<file path="src/rtl/hdlc_tx_pkg.sv">
package hdlc_tx_pkg;

    parameter int BYTE_W = 8;
    parameter int FCS_W  = 16;
    parameter int ONES_RUN = 5;

    localparam logic [BYTE_W-1:0] FLAG_BYTE  = 8'h7E;
    localparam logic [BYTE_W-1:0] ABORT_BYTE = 8'h7F;
    localparam logic [FCS_W-1:0]  FCS_INIT   = 16'hFFFF;
    localparam logic [FCS_W-1:0]  FCS_POLY_R = 16'h8408;

    typedef enum logic [2:0] {
        S_IDLE,
        S_DATA,
        S_FCS_LO,
        S_FCS_HI,
        S_CLOSE,
        S_ABORT
    } gen_state_e;

    function automatic logic is_stuffable(input gen_state_e s);
        return (s == S_DATA) || (s == S_FCS_LO) || (s == S_FCS_HI);
    endfunction

endpackage

</file>
<file path="src/rtl/hdlc_fcs16.sv">
module hdlc_fcs16 #(
    parameter int                W    = hdlc_tx_pkg::FCS_W,
    parameter logic [W-1:0]      INIT = hdlc_tx_pkg::FCS_INIT,
    parameter logic [W-1:0]      POLY = hdlc_tx_pkg::FCS_POLY_R
) (
    input  logic         clk,
    input  logic         rst_n,
    input  logic         clr,
    input  logic         upd,
    input  logic         din,
    output logic [W-1:0] crc_q
);

    logic         fb;
    logic [W-1:0] shifted;

    assign fb      = crc_q[0] ^ din;
    assign shifted = crc_q >> 1;

    always_ff @(posedge clk) begin
        if (!rst_n) begin
            crc_q <= INIT;
        end else if (clr) begin
            crc_q <= INIT;
        end else if (upd) begin
            crc_q <= fb ? (shifted ^ POLY) : shifted;
        end
    end

endmodule

</file>
<file path="src/rtl/hdlc_stuff_ctr.sv">
module hdlc_stuff_ctr #(
    parameter int RUN = hdlc_tx_pkg::ONES_RUN
) (
    input  logic clk,
    input  logic rst_n,
    input  logic clr,
    input  logic upd,
    input  logic din,
    output logic stuff_due
);

    localparam int CW = $clog2(RUN + 1);
    localparam logic [CW-1:0] RUN_V = CW'(RUN);

    logic [CW-1:0] ones_q;

    assign stuff_due = (ones_q == RUN_V);

    always_ff @(posedge clk) begin
        if (!rst_n) begin
            ones_q <= '0;
        end else if (clr) begin
            ones_q <= '0;
        end else if (upd) begin
            ones_q <= din ? ones_q + 1'b1 : '0;
        end
    end

endmodule

</file>
<file path="src/rtl/hdlc_byte_shifter.sv">
module hdlc_byte_shifter #(
    parameter int W = hdlc_tx_pkg::BYTE_W
) (
    input  logic         clk,
    input  logic         rst_n,
    input  logic         load,
    input  logic [W-1:0] load_val,
    input  logic         shift,
    output logic         head_bit,
    output logic         empty
);

    localparam int CW = $clog2(W + 1);
    localparam logic [CW-1:0] LOAD_CNT = CW'(W - 1);

    logic [W-1:0]  sh_q;
    logic [CW-1:0] left_q;

    assign head_bit = sh_q[0];
    assign empty    = (left_q == '0);

    always_ff @(posedge clk) begin
        if (!rst_n) begin
            sh_q   <= '0;
            left_q <= '0;
        end else if (load) begin
            sh_q   <= load_val >> 1;
            left_q <= LOAD_CNT;
        end else if (shift) begin
            sh_q   <= sh_q >> 1;
            left_q <= left_q - 1'b1;
        end
    end

endmodule

</file>
<file path="src/rtl/hdlc_tx_serializer.sv">
module hdlc_tx_serializer
    import hdlc_tx_pkg::*;
#(
    parameter int DW = BYTE_W
) (
    input  logic          clk,
    input  logic          rst_n,
    input  logic          bit_req,
    input  logic          byte_avail,
    input  logic [DW-1:0] byte_data,
    input  logic          byte_last,
    output logic          byte_take,
    input  logic          abort_req,
    input  logic          crc_en,
    input  logic          share_en,
    output logic          ser_bit,
    output logic          underrun
);

    localparam int HALF = FCS_W / 2;

    gen_state_e     st_q, st_d, st_eff;
    logic           last_q;
    logic [DW-1:0]  ld_byte;
    logic           take_c, und_c;
    logic           stuff_due, sh_empty, sh_bit;
    logic           stuff_now, boundary, shift_now, emit;
    logic [FCS_W-1:0] crc_q;
    logic           crc_clr, crc_upd, ones_clr, ones_upd;

    assign stuff_now = bit_req && stuff_due;
    assign boundary  = bit_req && !stuff_due && sh_empty;
    assign shift_now = bit_req && !stuff_due && !sh_empty;

    // next state and byte, evaluated for a boundary
    always_comb begin
        st_d    = st_q;
        ld_byte = FLAG_BYTE;
        take_c  = 1'b0;
        und_c   = 1'b0;
        if (abort_req) begin
            st_d    = S_ABORT;
            ld_byte = ABORT_BYTE;
        end else begin
            unique case (st_q)
                S_IDLE, S_CLOSE: begin
                    if (byte_avail && (st_q == S_IDLE || share_en)) begin
                        st_d    = S_DATA;
                        ld_byte = byte_data;
                        take_c  = 1'b1;
                    end else begin
                        st_d    = S_IDLE;
                        ld_byte = FLAG_BYTE;
                    end
                end
                S_DATA: begin
                    if (last_q) begin
                        if (crc_en) begin
                            st_d    = S_FCS_LO;
                            ld_byte = ~crc_q[HALF-1:0];
                        end else begin
                            st_d    = S_CLOSE;
                            ld_byte = FLAG_BYTE;
                        end
                    end else if (byte_avail) begin
                        st_d    = S_DATA;
                        ld_byte = byte_data;
                        take_c  = 1'b1;
                    end else begin
                        st_d    = S_ABORT;
                        ld_byte = ABORT_BYTE;
                        und_c   = 1'b1;
                    end
                end
                S_FCS_LO: begin
                    st_d    = S_FCS_HI;
                    ld_byte = ~crc_q[FCS_W-1:HALF];
                end
                S_FCS_HI: begin
                    st_d    = S_CLOSE;
                    ld_byte = FLAG_BYTE;
                end
                S_ABORT: begin
                    st_d    = S_IDLE;
                    ld_byte = FLAG_BYTE;
                end
                default: begin
                    st_d    = S_IDLE;
                    ld_byte = FLAG_BYTE;
                end
            endcase
        end
    end

    assign st_eff    = boundary ? st_d : st_q;
    assign byte_take = boundary && take_c;
    assign emit      = stuff_now ? 1'b0 : (boundary ? ld_byte[0] : sh_bit);

    assign ones_clr = stuff_now || (boundary && !is_stuffable(st_d));
    assign ones_upd = (boundary || shift_now) && is_stuffable(st_eff);
    assign crc_clr  = boundary && !is_stuffable(st_d);
    assign crc_upd  = (boundary || shift_now) && (st_eff == S_DATA);

    hdlc_byte_shifter #(.W(DW)) u_shift (
        .clk      (clk),
        .rst_n    (rst_n),
        .load     (boundary),
        .load_val (ld_byte),
        .shift    (shift_now),
        .head_bit (sh_bit),
        .empty    (sh_empty)
    );

    hdlc_stuff_ctr #(.RUN(ONES_RUN)) u_stuff (
        .clk       (clk),
        .rst_n     (rst_n),
        .clr       (ones_clr),
        .upd       (ones_upd),
        .din       (emit),
        .stuff_due (stuff_due)
    );

    hdlc_fcs16 #(.W(FCS_W), .INIT(FCS_INIT), .POLY(FCS_POLY_R)) u_fcs (
        .clk   (clk),
        .rst_n (rst_n),
        .clr   (crc_clr),
        .upd   (crc_upd),
        .din   (emit),
        .crc_q (crc_q)
    );

    // state register
    always_ff @(posedge clk) begin
        if (!rst_n) begin
            st_q   <= S_IDLE;
            last_q <= 1'b0;
        end else if (boundary) begin
            st_q <= st_d;
            if (take_c) begin
                last_q <= byte_last;
            end
        end
    end

    // outputs
    always_ff @(posedge clk) begin
        if (!rst_n) begin
            ser_bit  <= 1'b1;
            underrun <= 1'b0;
        end else begin
            underrun <= boundary && und_c;
            if (bit_req) begin
                ser_bit <= emit;
            end
        end
    end

endmodule

</file>
<file path="config.mk">
export PLATFORM = sky130hd
export DESIGN_NAME = hdlc_tx_serializer
export DESIGN_NICKNAME = d
export VERILOG_FILES = /design/src/rtl/hdlc_tx_pkg.sv /design/src/rtl/hdlc_fcs16.sv /design/src/rtl/hdlc_stuff_ctr.sv /design/src/rtl/hdlc_byte_shifter.sv /design/src/rtl/hdlc_tx_serializer.sv
export SDC_FILE = /design/constraint.sdc
export NUM_CORES = 1
export LEC_CHECK = 0
export CAP_MARGIN = 20
export CORE_UTILIZATION = 61
export DETAILED_ROUTE_END_ITERATION = 16
export PLACE_DENSITY = 0.89
export SETUP_SLACK_MARGIN = 0.05
export SLEW_MARGIN = 20
export SYNTH_ARGS = -nofsm -noshare
export SYNTH_HDL_FRONTEND = slang
export SYNTH_SLANG_ARGS = --single-unit
</file>
<file path="constraint.sdc">
create_clock -name clk -period 4.7 [get_ports clk]
set_clock_uncertainty 0.05 [all_clocks]
set_input_delay 0.47 -clock clk [delete_from_list [all_inputs] [get_ports clk]]
set_output_delay 0.47 -clock clk [all_outputs]
set_load 0.01 [all_outputs]
</file>
Word level (Yosys, flattened, before mapping)
Cells that the tools add are included.
- bits in registers: 36
- input port bits: 16
- output and inout bits: 3
- word-level logic and storage cells: 85
- add/subtract/negate cells: 2
- equality and inequality tests: 11
- multiplexer cells: 30
- bitwise operators: 5
- reductions and logical operators: 28
- operators with widths (cell ; number):
    8-bit 2-to-1 mux ; 5
    3-bit 2-to-1 mux ; 8
    8-bit one-hot mux with 3 select lines ; 1
    3-bit by 2-bit equality test with 1-bit output (second input constant) ; 6
    16-bit 2-to-1 mux ; 1
    8-bit inverter ; 2
    7-bit 2-to-1 mux ; 2
    3-bit one-hot mux with 4 select lines ; 1
    1-bit 2-to-1 mux ; 11
    1-bit logical AND ; 10
    3-bit by 1-bit equality test with 1-bit output (second input constant) ; 3
    2-bit OR reduction ; 4
    1-bit logical OR ; 7
    3-bit equality test (second input constant) ; 2
    4-bit logical NOT ; 1
    4-bit by 1-bit subtractor with 4-bit output (second input constant) ; 1
    3-bit by 1-bit adder with 3-bit output (second input constant) ; 1
    1-bit logical NOT ; 3
    3-bit logical NOT ; 1
    2-bit inverter with 3-bit output ; 1
    1-bit one-hot mux with 2 select lines ; 1
    2-bit AND reduction ; 1
    2-bit nonzero test ; 1
    1-bit inverter ; 1
    1-bit XOR ; 1

Longest topological paths before layout
Gate-level depths: netlist of the first run.
- depth in word-level cells: 13
- mapped depth: 9
- mapped depth without buffers: 8

Modules after synthesis
From an unflattened synthesis of the first run, not the netlist that was laid out.
- cells, all modules: 251
- area, all modules: 2172.1 um2
- by module, submodules not included (module ; times used ; cells each ; area an instance (um2) ; sequential area each (um2)):
    hdlc_tx_serializer ; 1 ; 123 ; 818.3 ; 120.1
    hdlc_fcs16 ; 1 ; 57 ; 630.6 ; 320.3
    hdlc_byte_shifter ; 1 ; 52 ; 560.5 ; 220.2
    hdlc_stuff_ctr ; 1 ; 19 ; 162.7 ; 60.1

Worst setup path after synthesis of the first run
No wires, ideal clock.
- path kind: reg2reg
- start: register u_shift.left_q[0]
- end: register u_fcs.crc_q[0]
- library setup time: 0.119 ns
- arrival: 1.990 ns
- required time: 4.531 ns
- slack: 2.541 ns
- stages on the path, launching flop included: 10
- buffers on the path: 1
- period minus slack after synthesis: 2.159 ns
- cell sequence: dfxtp_1 > inv_1 > ha_1 > or3b_4 > nor2_8 > mux2i_2 > nand4b_2 > buf_6 > mux2i_1 > nand2_1
- cells in the longest elaborated chain, start to end: 5
- elaborated cells between the ends (all ways): 10
- classes of those cells: eq/ne: 1; mux: 1; reduce/logical: 8
- RTL lines (what ; RTL line ; text):
    from (decl) ; hdlc_byte_shifter.sv:17 ; logic [CW-1:0] left_q;
    from (signal assigned) ; hdlc_byte_shifter.sv:31 ; left_q <= left_q - 1'b1;
    4-bit logical NOT (*) ; hdlc_byte_shifter.sv:20 ; assign empty = (left_q == '0);
    1-bit logical AND or 1-bit logical NOT (tied branches) ; hdlc_tx_serializer.sv:32, hdlc_tx_serializer.sv:33 ;
    3-bit 2-to-1 mux or 1-bit logical AND (tied branches) ; n/a ;
    3-bit by 1-bit equality test with 1-bit output or 1-bit logical OR (tied branches) ; hdlc_tx_serializer.sv:102 ; assign crc_upd = (boundary || shift_now) && (st_eff == S_DATA);
    1-bit logical AND ; hdlc_tx_serializer.sv:102 ;
    to (signal assigned) ; hdlc_fcs16.sv:26 ; crc_q <= fb ? (shifted ^ POLY) : shifted;
    to (decl) ; hdlc_fcs16.sv:11 ; output logic [W-1:0] crc_q
Mark *: on every way between the ends. The rest lies on a longest branch, timed or not.
A chain may end at the register's enable or synchronous reset.

Worst setup path after layout of the first run
- start: input port bit_req
- end: output port byte_take
- cells in the longest elaborated chain, start to end: 3
- RTL lines (what ; RTL line ; text):
    from (decl) ; hdlc_tx_serializer.sv:8 ; input logic bit_req,
    1-bit logical AND (2 in series) ; hdlc_tx_serializer.sv:32 ; assign boundary = bit_req && !stuff_due && sh_empty;
    1-bit logical AND ; hdlc_tx_serializer.sv:96 ; assign byte_take = boundary && take_c;
    to (decl) ; hdlc_tx_serializer.sv:12 ; output logic byte_take,
No other way between the ends.

==> impl_summary.md, run 1 <==
Drt
The first detailed-routing pass took 4 iterations. The final layout contains routed wiring with a total length of 4.84 mm. The count of nets left with antenna violations once routing finished came out at 0. The ratio of routed vias to standard cells is 6.15. In the final routed layout, each cell accounts on average for 16.3 µm. After detailed routing, the number of remaining DRC violations is 0. The initial DRC count is 162. The total via count in the routed design is 1828.

Worst setup path
The kind of end point of the critical path is an output port. Of all nets on the critical path, the largest fanout is 14. The data required time of the worst path is 4180 ps. The arrival time of data at the critical path endpoint is 2530 ps. The worst setup path category is primary input to output port. STA classifies the critical path startpoint as a primary input. The signal on the critical path passes through clkdlybuf4s50_1 > a21bo_2 > nor3_4 > and2_1 > clkdlybuf4s50_1.

The launch instance of the worst register-to-register path is u_shift.left_q[0]$_SDFFE_PN0P_. The endpoint identified for the worst register-to-register timing path is u_fcs.crc_q[4]$_SDFFE_PP1P_. The cell repeated most along the worst path is clkdlybuf4s50_1.

The largest individual stage delay along the critical path comes from the cell clkdlybuf4s50_1. On the worst path, the slowest cell contributes a delay of 560 ps. The setup check on the worst reg-to-reg path leaves a slack of 1850 ps. The worst register-to-register path has a depth of 8.

Timing
The final count of negative-setup-slack endpoints is 0. Summed over all failing endpoints, the final setup total negative slack is 0 ps. The relative slew slack is 52.2%. Subtracting the final worst setup slack from the clock period gives 3050 ps.

The final number of max-transition violations is 0. The highest achievable clock rate is 328 MHz. Of the available clock period, the critical path in the final layout requires 64.8%. At the pin with the least slew margin, the transition time is 715 ps. Once routing completed, OpenROAD measured the worst setup slack at 1650 ps. The number of endpoints with negative hold slack in the final report is 0. Across all hold checks on the routed design, the worst slack comes to 438 ps. Setup repair after global routing left no endpoint under its margin.

Layout
Cells with a size suffix above 1 make up 9.49% of the layout. Leaving out fill and tap cells, the most frequent cell in the layout is dfxtp_1. At the end of the flow the core is filled with cells to 74.4%. In the layout the commonest cells are dfxtp_1, nand2_1, clkdlybuf4s50_1. At the end of the flow, the number of nets in the layout was 271. The number of antenna diodes in the final layout is 0. The area taken by flip-flops and latches is 721 µm². The post-route cell area is 2350 µm².

The area of the multi-input gates is 1290 µm². The filler-free cell count of the finished design is 297. The final-layout fill cell count is 259. The area growth from synthesis to layout is 11.9%.

Synthesis
For this run, the number of Yosys warnings is 0. The sequential cell area fraction in the yosys report is 34.4%. The number of instances in the synthesized netlist is 237.

The count of different cell masters after synthesis is 57. For this run, the leading register cell type out of synthesis is dfxtp_1. The area fraction of the dominant cell type after synthesis is 34.4%.

In this run the mean area of a mapped cell was 8.84 µm². dfxtp_1 takes more of the synthesized area than any other cell. The count of flip-flops with a built-in enable after synthesis is 0. Ranked by total cell area, the synthesized netlist is headed by dfxtp_1, mux2i_1, nand2_1, o21ai_0, and2_1. The proportion of register bits with asynchronous set or reset after synthesis is 0%. The number of nets handed over by synthesis was 256. The number of synthesized register bits is 36.

The cell area after synthesis is 2100 µm².

Floorplanning
The floorplan core area is 3150 µm². After floorplanning, the core was divided into 20 placement rows. The floorplan step defined a die boundary enclosing 3670 µm². Pin placement for this block handled 19 I/O pins. The width of the chip is 60.6 µm. The initial core utilization is 66.5%. The die height is 60.6 µm.

Worst hold path
The startpoint identified for the worst hold timing path is ser_bit$_SDFFE_PN1P_. Counting instances, the worst hold path has a depth of 2. The hold-critical path endpoint is ser_bit$_SDFFE_PN1P_. The class of the tightest hold or removal check is flop to flop.

Clock tree
The TritonCTS clock tree is built. The number of buffers added for setup after CTS is 0. The total number of clock tree sinks is 36. Once the clock tree was built, the resizer swapped 0 gates to a different size.

The clock tree synthesis step divided the H-tree into 2 levels. The maximum buffer depth of the clock tree is 2. Counting the buffers created by CTS gives 5. For this design, the CTS-stage hold fixing added 0 buffers. The clock latency reported for the late side of the worst-skew pair is 350 ps.

The master cell of the clock root buffer is clkbuf_4. After clock tree synthesis, the clock-pin slew on the worst setup and hold paths is 110 ps.

Power
VDD sags by at most 0.000235 V. The static leakage power is 0.960 nW. The power density over the cells is 298 nW/µm². The clock network is responsible for 25.5% of the overall power. Registers are responsible for 48.9% of the overall power. The switching share of power is 32.0%. The share of power burned in combinational logic is 25.6%.

The net switching power figure is 224 µW. The sum of internal, switching and leakage power is 700 µW. The internal power contribution is 476 µW.

Global route
The initial antenna violation count is 0. The global-route wire length before repair is 7.75 mm. The pin count of the biggest net entering global routing is 22.

Across every metal layer, demand over resource in global routing totals 29.0%. The routing usage on met1 is 38.3%. Summed over all layers, the global routing overflow is 0. The global-route layer with the greatest usage is met2. The met2 demand-to-capacity share in global routing is 47.4%. The met3 layer usage reported by global route is 7.25%. The number of global-route vias before repair came to 1665.

Placement
The post-placement cell area is 2280 µm². Input and output buffers added on the ports amount to 18. The final estimated routing congestion in global placement is 0.880. The total placed cells including tap cells is 289. Once detailed placement completed, the half-perimeter wirelength came to 3.53 mm. Prior to clock tree synthesis, the placed netlist has a worst setup slack of 1480 ps.

Job
The number of maximum-capacitance constraint violations is 0.

Outcome
The flow ran to the end, and the final reports show no timing, DRC or antenna violations.
## per-layer routing
metal / wire length (µm) / vias up
met5: 0 / -
met4: 63 / 0
met3: 260 / 8
met2: 2270 / 60
met1: 2250 / 871
li1: - / 889
## cells in the mapped netlist, drive strengths merged (3+ instances only)
| cell | instances |
|---|---|
| a211oi | 6 |
| a21oi | 8 |
| and2 | 9 |
| buf | 6 |
| clkbuf | 6 |
| dfxtp | 36 |
| ha | 3 |
| inv | 7 |
| mux2i | 17 |
| nand2 | 26 |
| nand2b | 6 |
| nand3 | 7 |
| nand3b | 4 |
| nand4b | 3 |
| nor2 | 13 |
| nor2b | 7 |
| o211ai | 5 |
| o21a | 4 |
| o21ai | 26 |
| o22ai | 6 |
## cell type report
cell class,instances,share of cell area [%]
multi-input cells,182,54.9
flip-flops and latches,36,30.7
repair buffers,20,8.32
well taps,44,2.35
clock buffers,6,2.19
inverters,7,1.12
clock inverters,2,0.427
## power groups by stage
stage          Sequential, mW  Clock (mW)  Combinational [mW]
2_1_floorplan           0.341           0               0.139
3_3_place_gp            0.348           0               0.172
3_5_place_dp            0.349           0               0.177
4_1_cts                 0.342       0.180               0.179
5_1_grt                 0.344       0.192               0.196
6_report                0.342       0.178               0.179
## sequential cells by signal (all words and copies together), names as in the netlist
signal / flops
u_fcs.crc_q: 16
u_shift.sh_q: 7
u_shift.left_q: 4
st_q: 3
u_stuff.ones_q: 3
last_q: 1
ser_bit: 1
underrun: 1
## worst max path at each step
stage                                   startpoint                          end  slack, ps  depth (start not counted)
floorplan           u_shift.left_q[0]$_SDFFE_PN0P_  u_fcs.crc_q[0]$_SDFFE_PP1P_       2540                          9
detailed placement                         bit_req  u_fcs.crc_q[4]$_SDFFE_PP1P_       1480                          7
CTS                                        bit_req                    byte_take       1650                          5
global placement                           bit_req  u_fcs.crc_q[2]$_SDFFE_PP1P_       1600                          7
finish                                     bit_req                    byte_take       1650                          5
global route        u_shift.left_q[0]$_SDFFE_PN0P_                    byte_take       1580                          6
## cells by family after synthesis
kind of cell | Yosys count | share of synthesized area [%]
simple gates | 85 | 23.9
buf+inv | 19 | 4.18
xor+xnor | 4 | 2.99
flops | 36 | 34.4
compound gates | 73 | 24.5
fa+ha+maj | 3 | 1.79
mux | 17 | 8.30
## worst max-delay path: cells and delay by family
kind            cells  cell delay, ps
compound gates      1             390
buf+inv             2            1090
simple gates        2             570
Power figures use the tool's default switching activity.
==> run 2: changes to the inputs <==
--- a/config.mk
+++ b/config.mk
@@ -6,9 +6,9 @@
 export NUM_CORES = 1
 export LEC_CHECK = 0
 export CAP_MARGIN = 20
-export CORE_UTILIZATION = 61
+export CORE_UTILIZATION = 57
 export DETAILED_ROUTE_END_ITERATION = 16
-export PLACE_DENSITY = 0.89
+export PLACE_DENSITY = 0.84
 export SETUP_SLACK_MARGIN = 0.05
 export SLEW_MARGIN = 20
 export SYNTH_ARGS = -nofsm -noshare
==> constraint.sdc (replaced) <==
create_clock -name clk -period 2.82 [get_ports clk]
set_clock_uncertainty 0.05 [all_clocks]
set_input_delay 0.282 -clock clk [delete_from_list [all_inputs] [get_ports clk]]
set_output_delay 0.282 -clock clk [all_outputs]
set_load 0.01 [all_outputs]
==> run 2 against run 1 <==
  * Die area up 6.8%
  * Sequential share of layout area down 0.67 points
  * Highest routed layer unchanged
  * Register-to-register slack worse by 1600 ps
  * Design area up 2.2%
  * Largest cell class unchanged
  * First-iteration DRC count up 8.6%
==> impl_summary.md, run 2 (synthesis results as in run 1) <==
Drt
In the routed design, unresolved DRC markers number 0. The wire length reported by the detailed router is 4.69 mm. In the routed layout, each cell is associated on average with a via count of 5.96. The detail route stage leaves a number of antenna-violating nets equal to 0.

The initial DRC count is 176. The first TritonRoute pass finished after 4 iterations. The uppermost layer routed is met4. The length of routed met3 wiring is 229 µm. The total via count in the routed design is 1824. The total length of routed met2 wires is 2.19 mm. Dividing the detail-routed wire length by the instance count gives 15.3 µm.

After detailed routing, the wire length on met1 is 2.16 mm.

Floorplanning
Once the floorplan was initialized, standard cells occupied 61.4% of the core. For this design the top-level I/O count stands at 19. The die height is 62.6 µm. The die covers 3920 µm². The total area inside the core boundary comes to 3420 µm². The number of core rows is 21. In this run the horizontal extent of the chip is 62.6 µm.

Global route
The initial antenna violation count is 0. The pin count of the biggest net entering global routing is 22. Across every metal layer, demand over resource in global routing totals 25.9%. The number of global-route vias before repair is 1701. The global-route wire length before repair is 7.95 mm. The global-route congestion overflow total is 0.

Clock tree
The clock latency reported for the late side of the worst-skew pair is 350 ps. The TritonCTS clock tree is built. The total number of clock tree sinks is 36. Clock-pin slew was measured on the worst setup and hold paths at 110 ps. No sink is reached through more buffers than the 2 on the longest clock path. The number of hold-repair buffers added at the cts stage is 0. Gates resized during post-CTS repair numbered 0.

The master cell of the clock root buffer is clkbuf_4. The total CTS buffers is 5. The H-tree depth reported by CTS is 2.

Layout
The number of nets at the end of the flow is 278. The library cell used most frequently in the layout, excluding fill and tap cells, is dfxtp_1. The growth of design area from synthesis to finish is 14.4%. The largest register by flop count is u_fcs.crc_q. The fraction of layout instances using a drive strength above 1 is 11.2%.

The count of inserted antenna diode cells is 0. The register with the most flip-flops in the layout has 16 of them. The top cell types in the final layout, fill and taps aside, are dfxtp_1, nand2_1, clkdlybuf4s50_1. The largest registers in the layout are u_fcs.crc_q x16, u_shift.sh_q x7, u_shift.left_q x4.

Timing
The final worst-path cycle share is 94.5%. Static timing analysis puts the maximum clock frequency at 375 MHz. The relative slew slack is 65.0%. Summed over all failing endpoints, the final setup total negative slack is 0 ps. The slack of the critical path is 156 ps. The final number of max-transition violations is 0. Setup repair after global routing left no endpoint under its margin.

The number of endpoints with negative hold slack in the final report is 0. The shortest clock period the worst path allows after layout is 2660 ps. The final count of negative-setup-slack endpoints is 0. At the pin with the least slew margin, the transition time is 524 ps.

Outcome
The run finished with clean final reports.

Worst setup path
The kind of end point of the critical path is an output port. The critical-path maximum fanout is 5. By startpoint and endpoint, the worst setup path is classified as flop to output port. For the worst setup path, the data arrival time is 2330 ps. The startpoint class of the critical path is a flop. The data required time of the worst path is 2490 ps.

Placement
At the end of routability-driven placement, the weighted congestion stood at 0.841. During placement, the flow inserted port buffers numbering 18. Summed over all nets, the half-perimeter wirelength after detailed placement is 3.30 mm. Before CTS, the worst setup slack after placement is 233 ps.

Worst hold path
The class of the tightest hold or removal check is flop to flop.

Power
The power density over the cells is 492 nW/µm². Across the VDD grid, the largest voltage drop is 0.000353 V. The static leakage power is 0.988 nW.

Job
The tool flagged a number of max-cap violations equal to 0.
==> run 2: changes by cell type in the layout (fill, tap and decap cells not counted), sizes merged <==
cell,before,now
buf,2,9
clkinv,2,0
clkbuf,6,8
==> run 2: power by group <==
group          internal, mW  total, mW  switching (mW)
sequential            0.538      0.570          0.0323
combinational         0.151      0.316           0.165
clock                 0.123      0.293           0.170
==> run 2: worst paths after layout <==
| check | depth (start not counted) | start | to | slack [ps] |
|---|---|---|---|---|
| max | 6 | u_shift.left_q[0]$_SDFFE_PN0P_ | byte_take | 160 |
| min | 2 | u_fcs.crc_q[12]$_SDFFE_PP1P_ | u_fcs.crc_q[12]$_SDFFE_PP1P_ | 440 |
| max reg2reg | 10 | u_shift.left_q[0]$_SDFFE_PN0P_ | u_fcs.crc_q[2]$_SDFFE_PP1P_ | 290 |
| min reg2reg | 2 | u_fcs.crc_q[12]$_SDFFE_PP1P_ | u_fcs.crc_q[12]$_SDFFE_PP1P_ | 440 |
==> run 2: area by class of cell <==
type | instances | area [µm²]
Inverter | 7 | 26.3
Tap cell | 46 | 57.6
Timing Repair Buffer | 27 | 248
Fill cell | 283 | 1020
Clock buffer | 8 | 58.8
Multi-Input combinational cell | 182 | 1290
Sequential cell | 36 | 721
==> run 2: routing by layer <==
layer | vias up | global-route usage (%)
li1 | 907 | -
met1 | 849 | 33.6
met2 | 56 | 41.4
met3 | 12 | 5.84
met4 | 0 | 10.2
met5 | - | 0
==> run 2: repair_timing <==
action / 4_1_cts / 5_1_grt
buffers inserted: 1 / 2
hold endpoints to repair: 0 / 0
pin swaps: 1 / 0
endpoints found under the setup margin: 1 / 1
==> run 2: critical path, cell delays in order (launching register included) <==
cell and delay (ps):
dfxtp_1 350, inv_1 60, ha_1 210, or3b_4 440, nor3_4 210, and2_1 180
clkdlybuf4s50_1 540
==> run 2: metrics by stage <==
step | area, µm² | instances | total power, mW | hold slack (ps) | util [%]
global route | 2400 | 306 | 1.25 | 483 | 70.2
finish | 2400 | 306 | 1.18 | 435 | 70.2
global placement | 2320 | 295 | 0.874 | 406 | 67.8
CTS | 2380 | 304 | 1.17 | 441 | 69.8
floorplan | 2100 | 237 | 0.799 | 360 | -
detailed placement | 2320 | 295 | 0.880 | 415 | 67.8
==> run 3: changes to the inputs <==
--- a/config.mk
+++ b/config.mk
@@ -6,9 +6,9 @@
 export NUM_CORES = 1
 export LEC_CHECK = 0
 export CAP_MARGIN = 20
-export CORE_UTILIZATION = 57
+export CORE_UTILIZATION = 50
 export DETAILED_ROUTE_END_ITERATION = 16
-export PLACE_DENSITY = 0.84
+export PLACE_DENSITY = 0.76
 export SETUP_SLACK_MARGIN = 0.05
 export SLEW_MARGIN = 20
 export SYNTH_ARGS = -nofsm -noshare
==> run 3 against run 2 <==
  * Register-to-register slack improved by 140 ps
  * Clock power rose by 30%
  * Count of clock-buffer cells in the layout fell by 2
  * Die area rose by 14%
  * Wire length rose by 2.6%
  * Largest power group unchanged
  * Highest routed layer unchanged
==> impl_summary.md, run 3 (synthesis results as in run 1) <==
Drt
The count of nets left with antenna violations once routing finished came out at 0. The number of design rule violations left after detail routing is 0. The initial DRC count is 98. The first detailed-routing pass ran for 5 iterations. The routed layout has 1818 vias. In the routed layout, each cell is associated on average with a via count of 5.90.

The final layout contains routed wiring with a total length of 4.82 mm. The detailed-route wire length per cell is 15.6 µm.

Floorplanning
The width of the chip is 66.7 µm. After floorplanning, the core was divided into 23 placement rows. The total die area is 4450 µm². The core region is 4000 µm². For this design the top-level I/O count stands at 19. The floorplan step set the die height to 66.7 µm. The initial core utilization is 52.4%.

Worst hold path
The path class of the tightest hold or removal check is flop to flop.

Clock tree
Counting along the longest clock path gives a buffer depth of 2. The TritonCTS clock tree is built. The total number of clock tree sinks is 36. The H-tree depth reported by CTS is 2.

The total CTS buffers is 5. Clock-pin slew was measured on the worst setup and hold paths at 70 ps. The number of hold-repair buffers added at the cts stage is 0. In this run the clock root is driven by a clkbuf_8. The clock latency reported for the late side of the worst-skew pair is 290 ps.

Layout
The most common library cell in the layout ignoring fill and taps is dfxtp_1. The post-route netlist has 11.2% of its cells at a drive strength greater than 1. The post-route cell area is 2440 µm².

The final cell utilization of the core is 60.9%. The number of flip-flops in the largest register is 16. The final-layout fill cell count is 356. Leaving out fill and tap cells, the most frequent cells in the layout are dfxtp_1, nand2_1, o21ai_0, clkdlybuf4s50_1, mux2i_1. Relative to the synthesized area, the layout overhead comes to 16.3%. Summing all flip-flop and latch instances after layout gives 721 µm². The number of antenna diodes in the final layout is 0.

For this run, the post-layout net count is 276. The largest registers in the layout are u_fcs.crc_q x16, u_shift.sh_q x7, u_shift.left_q x4. The area of the multi-input gates is 1290 µm². The largest register by flop count is u_fcs.crc_q.

Job
The number of maximum-capacitance constraint violations is 0.

Placement
Before CTS, the worst setup slack after placement is 284 ps. Routability-driven placement finished with a final weighted congestion of 0.865. The count of input and output buffers is 18. The post-placement cell area is 2330 µm². Once detailed placement completed, the half-perimeter wirelength came to 3.45 mm.

Timing
Setup violations remaining at the end of the flow were counted as 0. The final number of max-transition violations is 0. The highest achievable clock rate is 418 MHz. Setup repair after global routing left no endpoint under its margin. Of the available clock period, the critical path in the final layout requires 84.8%. The post-route setup TNS is 0 ps. The number of endpoints with negative hold slack in the final report is 0. The relative slew slack is 63.8%. The slew at the pin closest to its max-slew limit is 543 ps. The worst path meets setup with 429 ps of slack.

The smallest clock period supported by the final layout is computed as 2390 ps.

Global route
The pin count of the biggest net entering global routing is 22. The total overflow left after global routing is 0. The initial antenna violation count came to 0.

The number of global-route vias before repair came to 1628. The total routing resource utilization after global routing is 24.5%. The global-route wire length before repair is 7.94 mm.

Worst setup path
The worst setup path category is flop to flop. The arrival time of data at the critical path endpoint is 2520 ps. The critical-path maximum fanout is 21. For the worst setup path, the data required time is 2950 ps.

The kind of end point of the critical path is a flop. The startpoint class of the critical path is a flop.

Power
In this run the power density over the cells is 516 nW/µm². Summed over all cells, the static leakage comes to 1.02 nW. Across the VDD grid, the largest voltage drop is 0.000431 V.

Outcome
The run finished with clean final reports.
-- run 3: changes by cell type in the layout (fill, tap and decap cells not counted), sizes merged --
| cell | previous run | this run |
|---|---|---|
| clkbuf | 8 | 6 |
| buf | 9 | 7 |
| clkinv | 0 | 2 |
| clkdlybuf4s50 | 18 | 17 |
| dlymetal6s2s | 0 | 1 |
-- run 3: area by class of cell --
cell class              instances  share of cell area, %
clock buffers                   6                   3.39
clock inverters                 2                  0.411
inverters                       7                   1.08
multi-input cells             182                   52.8
flip-flops and latches         36                   29.6
well taps                      50                   2.57
repair buffers                 25                   10.2
-- run 3: path summary, 6_finish.rpt --
check                                  from                     endpoint  slack, ps  depth (start not counted)
max          u_shift.left_q[0]$_SDFFE_PN0P_  u_fcs.crc_q[4]$_SDFFE_PP1P_        430                          9
min                    ser_bit$_SDFFE_PN1P_         ser_bit$_SDFFE_PN1P_        430                          2
max reg2reg  u_shift.left_q[0]$_SDFFE_PN0P_  u_fcs.crc_q[4]$_SDFFE_PP1P_        430                          9
min reg2reg            ser_bit$_SDFFE_PN1P_         ser_bit$_SDFFE_PN1P_        430                          2
-- run 3: metal layers --
layer	wire, µm	GRT usage [%]	share of wire (%)
met1	2240	31.7	47
met2	2270	39.8	47
met3	237	5.14	4.9
met4	70	8.51	1.5
met5	0	0	0
-- run 3: timing repair --
item                                    CTS  global route
endpoints found under the setup margin    0             1
setup buffers                             0             2
gates resized for setup                   0             1
-- run 3: worst max-delay path, cell delays in order (launching register included) --
cell	delay [ps]
dfxtp_1	340
inv_1	60
ha_1	210
or3b_4	470
nor2_8	150
mux2i_2	370
nand4b_2	180
buf_12	190
mux2i_1	150
nand2_1	70
-- run 3: through the flow --
stage	std cells	power, mW	hold slack (ps)
floorplan	237	0.799	360
global placement	298	0.878	407
detailed placement	298	0.882	409
CTS	306	1.26	427
global route	308	1.32	460
finish	308	1.26	426
-- run 3: power breakdown --
group / internal (mW) / leakage, nW / switching (mW) / total [mW]
Combinational: 0.146 / 0.677 / 0.161 / 0.307
Sequential: 0.538 / 0.294 / 0.0328 / 0.571
Clock: 0.195 / 0.0510 / 0.185 / 0.380
